**src/rtl/cic_pkg.sv**
```systemverilog
package cic_pkg;
  // Register width that holds +/- decim**order without wrap-around
  function automatic int cic_width(input int order, input int decim);
    return 2 + order * $clog2(decim);
  endfunction
endpackage

```
**src/rtl/cic_phase.sv**
```systemverilog
module cic_phase #(
  parameter int DECIM = 64,
  parameter int ORDER = 3
) (
  input  logic clk,
  input  logic rst,
  output logic tick,
  output logic emit
);
  localparam int CW = $clog2(DECIM);
  localparam int FW = (ORDER > 1) ? $clog2(ORDER) : 1;

  logic [CW-1:0] cnt;
  logic [FW-1:0] fill;
  logic          full;

  assign tick = (cnt == CW'(DECIM - 1));
  assign full = (fill == FW'(ORDER - 1));
  assign emit = tick && full;

  always_ff @(posedge clk) begin
    if (rst) begin
      cnt  <= '0;
      fill <= '0;
    end else begin
      cnt <= tick ? '0 : cnt + 1'b1;
      if (tick && !full) fill <= fill + 1'b1;
    end
  end
endmodule

```
**src/rtl/cic_integrators.sv**
```systemverilog
module cic_integrators #(
  parameter int ORDER = 3,
  parameter int W     = 20
) (
  input  logic                clk,
  input  logic                rst,
  input  logic                dump,
  input  logic signed [W-1:0] x_in,
  output logic signed [W-1:0] sum_next
);
  logic signed [W-1:0] acc [ORDER];
  logic signed [W-1:0] nxt [ORDER];

  for (genvar k = 0; k < ORDER; k++) begin : g_int
    if (k == 0) begin : g_first
      assign nxt[k] = acc[k] + x_in;
    end else begin : g_chain
      assign nxt[k] = acc[k] + nxt[k-1];
    end
    always_ff @(posedge clk) begin
      if (rst || dump) acc[k] <= '0;
      else             acc[k] <= nxt[k];
    end
  end

  assign sum_next = nxt[ORDER-1];
endmodule

```
**src/rtl/cic_combs.sv**
```systemverilog
module cic_combs #(
  parameter int ORDER = 3,
  parameter int W     = 20
) (
  input  logic                clk,
  input  logic                rst,
  input  logic                tick,
  input  logic signed [W-1:0] din,
  output logic signed [W-1:0] dout
);
  if (ORDER == 1) begin : g_pass
    assign dout = din;
  end else begin : g_comb
    logic signed [W-1:0] stg [ORDER+1];
    logic signed [W-1:0] dly [ORDER];
    assign stg[0] = din;
    for (genvar k = 0; k < ORDER; k++) begin : g_stage
      assign stg[k+1] = stg[k] - dly[k];
      always_ff @(posedge clk) begin
        if (rst)       dly[k] <= '0;
        else if (tick) dly[k] <= stg[k];
      end
    end
    assign dout = stg[ORDER];
  end
endmodule

```
**src/rtl/cic_decimator.sv**
```systemverilog
module cic_decimator
  import cic_pkg::*;
#(
  parameter int ORDER = 3,
  parameter int DECIM = 64,
  localparam int W    = cic_width(ORDER, DECIM)
) (
  input  logic                clk,
  input  logic                rst,
  input  logic                in_bit,
  output logic signed [W-1:0] out_word,
  output logic                out_valid
);
  localparam bit DUMP_MODE = (ORDER == 1);

  logic                tick;
  logic                emit;
  logic signed [W-1:0] x_s;
  logic signed [W-1:0] integ;
  logic signed [W-1:0] result;

  assign x_s = in_bit ? W'(1) : '1;

  cic_phase #(.DECIM(DECIM), .ORDER(ORDER)) u_phase (
    .clk(clk), .rst(rst), .tick(tick), .emit(emit)
  );

  cic_integrators #(.ORDER(ORDER), .W(W)) u_int (
    .clk(clk), .rst(rst), .dump(DUMP_MODE && tick),
    .x_in(x_s), .sum_next(integ)
  );

  cic_combs #(.ORDER(ORDER), .W(W)) u_comb (
    .clk(clk), .rst(rst), .tick(tick), .din(integ), .dout(result)
  );

  always_ff @(posedge clk) begin
    if (rst) begin
      out_word  <= '0;
      out_valid <= 1'b0;
    end else begin
      out_valid <= emit;
      if (emit) out_word <= result;
    end
  end
endmodule

```
**config.mk**
```make
export PLATFORM = sky130hd
export DESIGN_NAME = cic_decimator
export DESIGN_NICKNAME = d
export VERILOG_FILES = /design/src/rtl/cic_pkg.sv /design/src/rtl/cic_phase.sv /design/src/rtl/cic_integrators.sv /design/src/rtl/cic_combs.sv /design/src/rtl/cic_decimator.sv
export SDC_FILE = /design/constraint.sdc
export NUM_CORES = 1
export LEC_CHECK = 0
export BUFFER_PORTS_ARGS = -buffer_cell sky130_fd_sc_hd__buf_2
export CAP_MARGIN = 20
export CELL_PAD_IN_SITES_DETAIL_PLACEMENT = 0
export CELL_PAD_IN_SITES_GLOBAL_PLACEMENT = 1
export CORE_UTILIZATION = 40
export CTS_BUF_LIST = sky130_fd_sc_hd__clkbuf_8
export CTS_CLUSTER_DIAMETER = 150
export DETAILED_ROUTE_END_ITERATION = 6
export PLACE_DENSITY = 0.7
export SYNTH_ARGS = -nofsm -noshare
export SYNTH_HDL_FRONTEND = slang
export SYNTH_HIERARCHICAL = 1
export SYNTH_SLANG_ARGS = --single-unit
```
**constraint.sdc**
```tcl
create_clock -name clk -period 14.59 [get_ports clk]
set_input_delay 2.918 -clock clk [delete_from_list [all_inputs] [get_ports clk]]
set_output_delay 2.918 -clock clk [all_outputs]
set_load 0.01 [all_outputs]
```
# Word-level counts from Yosys, hierarchy flattened
# Memory sizes are Yosys's and may differ from the RTL's.
# Cells that the tools add are included.
dict set report totals {
  elab_cells 39
  output_inout_bits 21
  input_bits 3
  regBits 29
  ram_bits 120
  mem_count 2
}
dict set report op_classes {
  reduce_logical 4
  eq_ne 2
  bitwise 6
  muxes 13
  addsub 8
}
# memory words word_bits rd rd_clocked_by_memory_dff wr line_no
set mem_list {}
lappend mem_list {u_comb.g_comb.dly 3 20 3 0 3 cic_combs.sv:15} ;# logic signed [W-1:0] dly [ORDER];
lappend mem_list {u_int.acc 3 20 3 0 3 cic_integrators.sv:11} ;# logic signed [W-1:0] acc [ORDER];
# op n
set ops {}
lappend ops {{$mux 20} 7}
lappend ops {{$add 20x20->20} 3}
lappend ops {{$sub 20x20->20} 3}
lappend ops {{$add 6x1->6 const B} 1}
lappend ops {{$eq 6x6->1 const B} 1}
lappend ops {{$mux 1} 6}
lappend ops {{$or 1x1->1} 6}
lappend ops {{$add 2x1->2 const B} 1}
lappend ops {{$eq 2x2->1 const B} 1}
lappend ops {{$logic_and 1x1->1} 2}
lappend ops {{$reduce_or 2->1} 1}
lappend ops {{$logic_not 1->1} 1}

# Depth between registers and ports, before layout
dict set report depth {
  depth_word 7
  ltp_mapped 45
  depth_no_buf 43
}

# By module
# The synthesis kept the hierarchy.
# mod seq_area_each_um2 area_per_inst_um2 cells_per_inst n_inst
set modules_own_cells {}
lappend modules_own_cells {cic_combs 1801.7 5183.7 557 1}
lappend modules_own_cells {cic_integrators 1201.2 4564.4 536 1}
lappend modules_own_cells {cic_decimator 420.4 772.0 70 1}
lappend modules_own_cells {cic_phase 160.2 352.8 38 1}

# Worst setup path after synthesis
# No wires, ideal clock.
dict set report synth_timing {
  path_kind {in2reg}
  startpoint {input port in_bit}
  endpoint {register out_word[19]}
  arrival_time_ns 10.713
  path_stages 45
  path_buffers 2
  setup_time_ns 0.128
  required_time_ns 14.462
  slack_ns 3.750
  cell_sequence {inv_1 -> ha_1 -> a21o_1 -> a21oi_1 -> o21bai_1 -> a21oi_1 -> o21bai_1 -> a21oi_1 -> xnor2_1 -> ha_1 -> and2_1 -> and3_1 -> a32o_1 -> a21oi_1 -> nand2_1 -> a21oi_1 -> xnor2_1 -> ha_1 -> (+9 left out) -> a21oi_1 -> xnor2_1 -> ha_1 -> a211o_1 -> or3_1 -> o211ai_2 -> o21bai_1 -> a21oi_1 -> xnor2_1 -> ha_1 -> nand3_1 -> o2111ai_1 -> a21oi_1 -> xnor2_1 -> xnor2_1 -> buf_4 -> mux2i_1 -> nor2_1}
}
# item line_no
set synth_rtl {}
lappend synth_rtl {{from (decl)} cic_decimator.sv:10} ;# input logic in_bit,
lappend synth_rtl {{to (signal assigned)} cic_decimator.sv:43} ;# if (emit) out_word <= result;
lappend synth_rtl {{to (decl)} cic_decimator.sv:11} ;# output logic signed [W-1:0] out_word,

==> insert_results.sql <==
INSERT INTO impl_metrics (metric_group, metric, value, unit) VALUES
('floorplan', 'fp.dieArea', '27800', 'µm²'),
('detailed_routing', 'drt_pass1_iterations', '4', ''),
('final_layout', 'antenna_cells_inserted', '0', ''),
('yosys', 'netlist-cell-type-count', '74', ''),
('global_route', 'global_route_track_usage_on_met3', '0.0269', ''),
('detailed_routing', 'average_vias_per_placed_instance', '5.02', ''),
('global_route', 'grt_first_pass_wirelength', '34300', 'µm'),
('setup_path', 'critPathRequiredTime', '14.93', 'ns'),
('detailed_routing', 'drc', '0', ''),
('global_route', 'grt_most_used_layer', 'met2', ''),
('clock_network', 'cts_inserted_buffers', '17', ''),
('outcome', 'outcome', 'finished, final reports clean', ''),
('yosys', 'synth.top_cells.by_area', 'edfxtp_1 17%, dfxtp_1 16%, ha_1 14%', ''),
('yosys', 'most_common_flop_cell_mapped_by_yosys', 'dfxtp_1', ''),
('floorplan', 'initial_core_util', '0.413', ''),
('yosys', 'yosys.area.top_type', 'edfxtp_1', ''),
('yosys', 'syn_inst', '1201', ''),
('sta', 'grt_setup_unrepaired', 'false', ''),
('sta', 'timing.final.hold_violations', '0', ''),
('final_layout', 'design.final.nets', '1318', ''),
('sta', 'setup_viol', '0', ''),
('yosys', 'syn_area', '10900', 'µm²'),
('final_layout', 'syn2layout_area_growth', '5.41', '%'),
('sta', 'max_freq', '90.8', 'MHz'),
('setup_path', 'cp_slowest_stage_delay', '0.48', 'ns'),
('floorplan', 'die_w', '167', 'µm'),
('setup_path', 'critPathLaunchType', 'input port', ''),
('clock_network', 'later_pin_clock_latency_in_the_skew_report', '0.46', 'ns'),
('clock_network', 'post_cts_resized', '0', ''),
('setup_path', 'cpMaxStageDelayCell', 'fa_1', ''),
('yosys', 'proportion_of_synthesized_chip_area_in_sequential_cells', '0.330', ''),
('global_route', 'grt_util_all_layers', '0.151', ''),
('setup_path', 'critical_path_class', 'in2reg', ''),
('clock_network', 'post-cts-setup-buffers', '0', ''),
('detailed_routing', 'first_iter_violations', '336', ''),
('clock_network', 'clk_transition_reported_paths', '0.09', 'ns'),
('global_route', 'grt_util_met1', '0.187', ''),
('setup_path', 'critPathArrivalTime', '11.34', 'ns'),
('placement', 'routabilityCongestion', '0.804', ''),
('global_route', 'grt_antenna_before_repair', '0', ''),
('global_route', 'first_global_vias', '7437', ''),
('yosys', 'synthesis.area_per_instance', '9.05', 'µm²'),
('yosys', 'synth_enable_flop_cells', '60', ''),
('floorplan', 'die_y', '167', 'µm'),
('yosys', 'synth.yosys.warnings', '6', ''),
('sta', 'post-route-min-period', '11.01', 'ns'),
('placement', 'number_of_i_o_port_buffers', '23', ''),
('yosys', 'netlist.area_leader.share', '0.166', ''),
('sta', 'finalClockSkew', '0.0191', 'ns'),
('floorplan', 'design.portCount', '24', ''),
('detailed_routing', 'detail_route.wirelength', '19800', 'µm'),
('setup_path', 'crit_path_max_fanout', '20', ''),
('yosys', 'async_sr_flop_fraction', '0', ''),
('yosys', 'synth.ff_latch_count', '149', ''),
('clock_network', 'htree_num_levels', '4', ''),
('clock_network', 'ctsLongestPathBuffers', '2', ''),
('setup_path', 'timing.critical_path.mode_cell', 'a21oi_1', ''),
('detailed_routing', 'route.vias.total', '7719', ''),
('setup_path', 'endpoint_kind', 'register', ''),
('yosys', 'synth.top_cells.by_count', '120 x ha_1, 106 x and2_1, 98 x inv_1', ''),
('sta', 'tightestPinTransition', '0.761', 'ns'),
('sta', 'finalSetupTns', '0', 'ns'),
('detailed_routing', 'ant_nets', '0', ''),
('clock_network', 'cts_hold_buf', '0', ''),
('global_route', 'groute.layer.met2.usage', '0.264', ''),
('clock_network', 'root_buffer', 'clkbuf_8', ''),
('placement', 'detailed_place_hpwl', '14800', 'µm'),
('global_route', 'grt.overflow.total', '0', ''),
('job', 'cap_violations', '0', ''),
('min_path', 'timing.hold.worst.class', 'reg2reg', ''),
('sta', 'timing.slew.headroom', '0.493', ''),
('yosys', 'post-synth-top-count-cell', 'ha_1', ''),
('final_layout', 'fraction_of_layout_instances_using_a_drive_strength_above_1', '0.0699', ''),
('clock_network', 'total_clock_sinks', '149', ''),
('clock_network', 'tritoncts', 'done', ''),
('floorplan', 'site_row_count', '59', ''),
('detailed_routing', 'wire_per_inst', '12.9', 'µm'),
('sta', 'period_share', '0.755', ''),
('sta', 'slew_violations', '0', ''),
('floorplan', 'core_area', '26400', 'µm²'),
('global_route', 'grt_max_degree', '61', '');
==> cell usage in the layout (no fill, tap or decap), drive strengths merged, types with 4 or more instances in the layout <==
| cell | synthesis | final |
|---|---|---|
| buf | 43 | 28 |
| and2 | 107 | 107 |
| nor2b | 19 | 19 |
| or3 | 7 | 7 |
| o21bai | 14 | 14 |
| clkinv | 0 | 4 |
| a21boi | 8 | 8 |
| nand2b | 16 | 16 |
| nand3 | 18 | 18 |
| clkbuf | 17 | 19 |
| fa | 6 | 6 |
| mux2i | 24 | 24 |
| nand2 | 51 | 51 |
| a31oi | 8 | 8 |
| nor3 | 24 | 24 |
| a21oi | 84 | 84 |
| o21a | 15 | 15 |
| or2 | 5 | 5 |
| o31a | 5 | 5 |
| nor2 | 96 | 96 |
| o31ai | 8 | 8 |
| edfxtp | 60 | 60 |
| a211o | 7 | 7 |
| and3 | 10 | 10 |
| inv | 98 | 104 |
| o211ai | 6 | 6 |
| dfxtp | 89 | 89 |
| nor4 | 4 | 4 |
| a211oi | 9 | 9 |
| xnor2 | 66 | 66 |
| nor3b | 7 | 7 |
| nand4 | 5 | 5 |
| ha | 120 | 120 |
| o21ai | 49 | 49 |
| a21o | 27 | 27 |
| xor2 | 25 | 25 |
==> final timing paths <==
| path | startpoint | end | slack, ns | depth (start not counted) |
|---|---|---|---|---|
| worst min register to register | u_phase/cnt[0] | u_phase/cnt[0] | 0.48 | 1 |
| worst min-delay path | u_phase/cnt[0] | u_phase/cnt[0] | 0.48 | 1 |
| worst max register to register | u_int/acc[0][0] | out_word[19] | 5.90 | 43 |
| worst max-delay path | in_bit | out_word[19] | 3.58 | 45 |
==> critical path, delay by kind of cell <==
kind | cells | cell delay (ns)
AOI/OAI and AO/OA | 16 | 2.94
adders and majority gates | 6 | 2.05
and+or+nand+nor | 12 | 1.96
xor gates and xnor gates | 7 | 0.99
buffers and inverters | 3 | 0.31
muxes | 1 | 0.14
==> kinds of logic (layout without fill, tap and decap cells) <==
family	count (synthesis)	in the layout	synth area share
AO/OA/AOI/OAI	271	271	0.165
XOR/XNOR	93	93	0.0783
flip-flops	149	149	0.330
buffers and inverters	158	158	0.0720
AND/OR/NAND/NOR	376	376	0.181
multiplexers	26	26	0.0242
adder cells (fa/ha/maj)	126	126	0.149
other	2	3	0.000691
==> per-stage QoR <==
step	setup slack [ns]	utilization	area, µm²	cells	hold slack, ns
after global placement	3.21	0.419	11000	1504	0.466
after floorplan	3.75	-	10900	1202	0.453
after CTS	3.56	0.435	11500	1537	0.485
after detailed placement	3.07	0.420	11100	1505	0.474
final	3.58	0.435	11500	1537	0.483
after global routing	2.90	0.435	11500	1537	0.495
==> registers in the layout, indices dropped and copies added (netlist names) <==
name and cells:
out_word 20, out_valid 1, u_comb/g_comb.dly 60, u_int/acc 60, u_phase/fill 2, u_phase/cnt 6
==> per-layer routing <==
layer / wire [µm] / share of wire / vias up
met2: 9320 / 0.47 / 75
met5: 0 / 0 / -
met1: 9890 / 0.50 / 3478
li1: - / - / 4147
met4: 240 / 0.012 / 0
met3: 367 / 0.019 / 19
==> cell type report <==
cell class                      instances  area (µm²)
Clock buffer                           19         262
Clock inverter                         13         141
Fill cell                            2618       14900
Inverter                               98         368
Multi-Input combinational cell        895        6520
Sequential cell                       149        3580
Tap cell                              335         419
Timing Repair Buffer                   28         173
Power is not shown: default switching activity piles up to over one toggle a cycle in this logic, so the estimate is an artifact.
